File: src/rtl/ed_list_tracker.sv
module ed_list_tracker #(
  parameter int ADDR_W     = 32,
  parameter int ALIGN_BITS = 4
) (
  input  logic              clk,
  input  logic              rst_n,
  input  logic              list_enable,
  input  logic              advance_req,
  input  logic [ADDR_W-1:0] next_addr,
  input  logic              end_of_list,
  input  logic [1:0]        reg_addr,
  input  logic              reg_wr,
  input  logic [ADDR_W-1:0] reg_wdata,
  output logic [ADDR_W-1:0] reg_rdata,
  output logic              reload_done
);
  localparam int PW = ADDR_W - ALIGN_BITS;

  logic [PW-1:0] head_q, cur_q;
  logic          fill_q, reload_q;

  wire [PW-1:0] next_ptr = next_addr[ADDR_W-1:ALIGN_BITS];
  wire [PW-1:0] wr_ptr   = reg_wdata[ADDR_W-1:ALIGN_BITS];
  wire hw_evt   = advance_req | end_of_list;
  wire eol      = end_of_list | (advance_req & (next_ptr == '0));
  wire adv      = advance_req & ~eol;
  wire reload   = eol & fill_q;
  wire wr_head  = reg_wr & (reg_addr == 2'd0);
  wire wr_cur   = reg_wr & (reg_addr == 2'd1) & ~list_enable & ~hw_evt;
  wire set_fill = reg_wr & (reg_addr == 2'd2) & reg_wdata[0];

  always_ff @(posedge clk) begin
    if (!rst_n) begin
      head_q   <= '0;
      cur_q    <= '0;
      fill_q   <= 1'b0;
      reload_q <= 1'b0;
    end else begin
      if (wr_head) head_q <= wr_ptr;
      if (reload)      cur_q <= head_q;
      else if (adv)    cur_q <= next_ptr;
      else if (wr_cur) cur_q <= wr_ptr;
      fill_q   <= set_fill | (fill_q & ~reload);
      reload_q <= reload;
    end
  end

  always_comb begin
    case (reg_addr)
      2'd0:    reg_rdata = {head_q, {ALIGN_BITS{1'b0}}};
      2'd1:    reg_rdata = {cur_q, {ALIGN_BITS{1'b0}}};
      2'd2:    reg_rdata = {{(ADDR_W-1){1'b0}}, fill_q};
      default: reg_rdata = '0;
    endcase
  end

  assign reload_done = reload_q;
endmodule

File: config.mk
export PLATFORM = sky130hd
export DESIGN_NAME = ed_list_tracker
export DESIGN_NICKNAME = d
export VERILOG_FILES = /design/src/rtl/ed_list_tracker.sv
export SDC_FILE = /design/constraint.sdc
export NUM_CORES = 1
export LEC_CHECK = 0
export BUFFER_PORTS_ARGS = -buffer_cell sky130_fd_sc_hd__buf_4
export CAP_MARGIN = 20
export CORE_MARGIN = 2
export CORE_UTILIZATION = 31
export CTS_BUF_LIST = sky130_fd_sc_hd__clkbuf_2 sky130_fd_sc_hd__clkbuf_4 sky130_fd_sc_hd__clkbuf_8
export CTS_CLUSTER_DIAMETER = 150
export DETAILED_ROUTE_END_ITERATION = 10
export SKIP_CTS_REPAIR_TIMING = 1
export SLEW_MARGIN = 20
export SYNTH_ARGS = -nofsm -noshare
export SYNTH_HDL_FRONTEND = slang
export SYNTH_SLANG_ARGS = --single-unit
File: constraint.sdc
create_clock -name clk -period 2.4 [get_ports clk]
set_input_delay 0.6 -clock clk [delete_from_list [all_inputs] [get_ports clk]]
set_output_delay 0.6 -clock clk [all_outputs]
set_load 0.005 [all_outputs]
---- Word-level counts from Yosys, hierarchy flattened ----
Cells that the tools add are included.
word-level totals
  flip-flop bits (word level) ............. 58
  bits of input ports ..................... 72
  logic and storage cells ................. 30
cells by class
  equal/unequal tests ..................... 2
  muxes and demuxes ....................... 4
  bitwise operators ....................... 17
  reductions and logical operators ........ 3
operators by type and width
  cell                                                              number
  32-bit one-hot mux with 3 select lines                            1
  28-bit two-way mux                                                3
  28-bit zero test                                                  1
  1-bit AND                                                         10
  1-bit NOT                                                         4
  1-bit OR                                                          3
  3-bit nonzero test                                                1
  2-bit by 1-bit == test with 1-bit output (second input constant)  1
  2-bit == test (second input constant)                             1
  2-bit zero test                                                   1

---- Depth between registers and ports, before layout ----
  word-level depth ........................ 7
  depth in mapped cells ................... 7

---- Least setup slack after synthesis ----
No wires, ideal clock.
  path type ............................... input-to-output
  from .................................... input reg_addr[0]
  to ...................................... output reg_rdata[10]
  data arrival time ....................... 1.502 ns
  slack ................................... 0.298 ns
  stages on the path ...................... 4
  path buffers ............................ 2
  path through ............................ buf_2 -> buf_1 -> mux2i_1 -> nor2_1
between the ends
  longest elaborated chain between the ends .. 2
RTL lines
  element                                      line  text
  start, declared                              11    input logic [1:0] reg_addr,
  2-bit == test, or another cell as far along  49    case (reg_addr)
  32-bit one-hot mux with 3 select lines *     49
  end, declared                                14    output logic [ADDR_W-1:0] reg_rdata,
Mark *: on every way between the ends. The rest lies on a longest branch, timed or not.

---- Worst setup path in the final report ----
Same ends and word-level chain as after synthesis.

==> metrics <==
status finished clean; DP Area 0.00417 mm2; Hold Vio Cnt, Final 0; Max Cap Viol 0; Final setup viols 0; Synth Area in Adders 0%; Synth Area in Compound Gates 14.9%; Chip Width 107 um; Finished Cell Area 0.00436 mm2; Pins Over Slew Limit 0; worst-path cell chain buf_4, buf_4, mux2i_1, nor2_1, buf_4; Initial DRC Count 88; I/O Pins 105; largest net degree at the start of global routing 32; Distinct cells, synth 28; asr flop ratio synth 0%; cells after synthesis 336; Worst-Skew Late Latency 0.34 ns; register area share after synthesis 35.7%; dominant cell type by area after synthesis dfxtp_1; DRT antenna net count 0; Synth Area in XOR/XNOR 0%; Worst EP arrival 1.54 ns; core area 0.0103 mm2; CP max stage cell buf_4; register bit total from synthesis 58; total track usage 16.5%; CTS Buf Count 9; initial antenna violation count 0; vias in the first global route 2742; crit-path max cell delay 0.29 ns; kind of critical path in2out; Top cell by count, worst path buf_4; total gr overflow 0; nets 502; GPL Wtd Cong 0.767; drt wl/cell 16.2 um; Syn. warnings 0; Critical Path Source Type input pin; Area contributors post-synth dfxtp_1 (36%), mux2i_1 (17%), mux2_4 (9.2%); Top FF cell, synth dfxtp_1; Avg Inst Size Synth 9.69 um2; hpwl dp 6540 um; clock buffer depth 2; synthesized cell area 0.00326 mm2; drt first pass iters 4; first-pass GRT wire length 14400 um; Syn-to-layout area delta 33.8%; Total Wirelength 9240 um; DR vias 2791; Worst Tran Pin Value 0.702 ns; number of synthesized flops with an enable pin 0; share of layout cells above drive strength 1 37.0%; vias per cell 4.89; count leader, synth dfxtp_1; Worst setup EP type output port; Chip Height 107 um; cell chosen for the clock root clkbuf_8; Lkg Pwr 0.00199 uW; Synth top cells by count dfxtp_1 (58), nand2_1 (57), mux2i_1 (56); Worst VDD drop 0.000273 V; Crit Path Max Fanout 16; CTS tree yes; RSZ-0062 raised after global routing no; PD cells 527 mW/mm2; Fmax 468 MHz; diodes inserted 0; Clock Skews 0.00861 ns; DR DRC count 0; Tcrit/Tclk final 89.1%; Tmin final 2.14 ns; largest family of logic cells by synthesized area multiplexers; share of the synthesized area in the top cell type 35.7%; Worst-path clk slew 0.07 ns; setup TNS 0 ns; Hold/Removal Path Class reg2reg; Die ar. 0.0113 mm2; site row count 37; htree depth 3; simple-gate area share of the yosys netlist 14.6%; Buffers & Inverters on Critical Path 3; top cell family by delay on the critical path buffers and inverters; multiplexer share of the synthesized area 29.2%; clock sink count 58; Starting Density 31.7%; WP data required 1.80 ns; IO Port Bufs 94; Slew headroom 53.2%
## final cells by class
type | instances | area, um2
multi-input cells | 249 | 1940
clock inverters | 7 | 70.1
inverters | 2 | 7.51
flip-flops and latches | 58 | 1160
clock buffers | 9 | 124
well taps | 136 | 170
repair buffers | 110 | 888
fillers | 1034 | 5920
## through the flow
step / power, uW / hold slack (ns) / utilization, % / setup WS, ns / instances
floorplan: 1240 / 0.441 / - / 0.298 / 338
global placement: 1420 / 0.452 / 40.5 / 0.0415 / 555
detailed placement: 1430 / 0.465 / 40.5 / 0.0510 / 555
CTS: 2320 / 0.474 / 42.4 / 0.258 / 571
global route: 2390 / 0.496 / 42.4 / 0.188 / 571
finish: 2300 / 0.470 / 42.4 / 0.261 / 571
## sequential cells by signal (all words and copies together), names as in the netlist
name and cells:
cur_q 28, head_q 28, reload_done 1, fill_q 1
## cells in the final DEF (no fill, tap or decap)
cell type / count
a211o_2: 1
a21boi_0: 29
a21oi_1: 1
and4_1: 2
buf_12: 5
buf_4: 105
bufinv_16: 1
clkbuf_8: 9
clkinv_2: 2
clkinvlp_4: 4
conb_1: 3
dfxtp_1: 58
inv_1: 2
mux2_2: 8
mux2_4: 20
mux2i_1: 56
nand2_1: 57
nand3_4: 1
nand4b_1: 1
nor2_1: 29
nor3_1: 1
nor3b_1: 1
nor3b_4: 2
nor4_1: 5
nor4b_1: 1
nor4b_4: 1
o21ai_2: 1
o2bb2ai_1: 28
or3b_2: 1
## worst reg2reg max path, stage by stage, from the launching register on
cell	delay (ns)
dfxtp_1	0.33
inv_1	0.09
nor3b_4	0.26
buf_12	0.21
o2bb2ai_1	0.14
## worst paths after layout
kind	start	endpoint	slack, ns	depth (start not counted)
worst min register to register	fill_q	fill_q	0.47	2
worst max register to register	fill_q	cur_q[23]	1.29	4
worst max-delay path	reg_addr[0]	reg_rdata[10]	0.26	5
worst min-delay path	fill_q	fill_q	0.47	2
## metal layers
metal | vias up | part of all wire (%) | track usage (%)
li1 | 1378 | - | -
met1 | 1322 | 46 | 22.0
met2 | 85 | 47 | 26.8
met3 | 6 | 5.6 | 3.37
met4 | 0 | 0.85 | 4.73
met5 | - | 0 | 0
## cells by family after synthesis
| group | after synthesis |
|---|---|
| buf+inv | 31 |
| mux | 84 |
| other cells | 1 |
| simple gates | 102 |
| compound gates | 60 |
| flops | 58 |
## power by group
| part | leakage, uW | internal [uW] | switching (uW) |
|---|---|---|---|
| clock | 0.0000873 | 475 | 418 |
| combinational | 0.00143 | 208 | 167 |
| sequential | 0.000473 | 1000 | 23.4 |
| total | 0.00199 | 1690 | 609 |
Power figures use the tool's default switching activity.
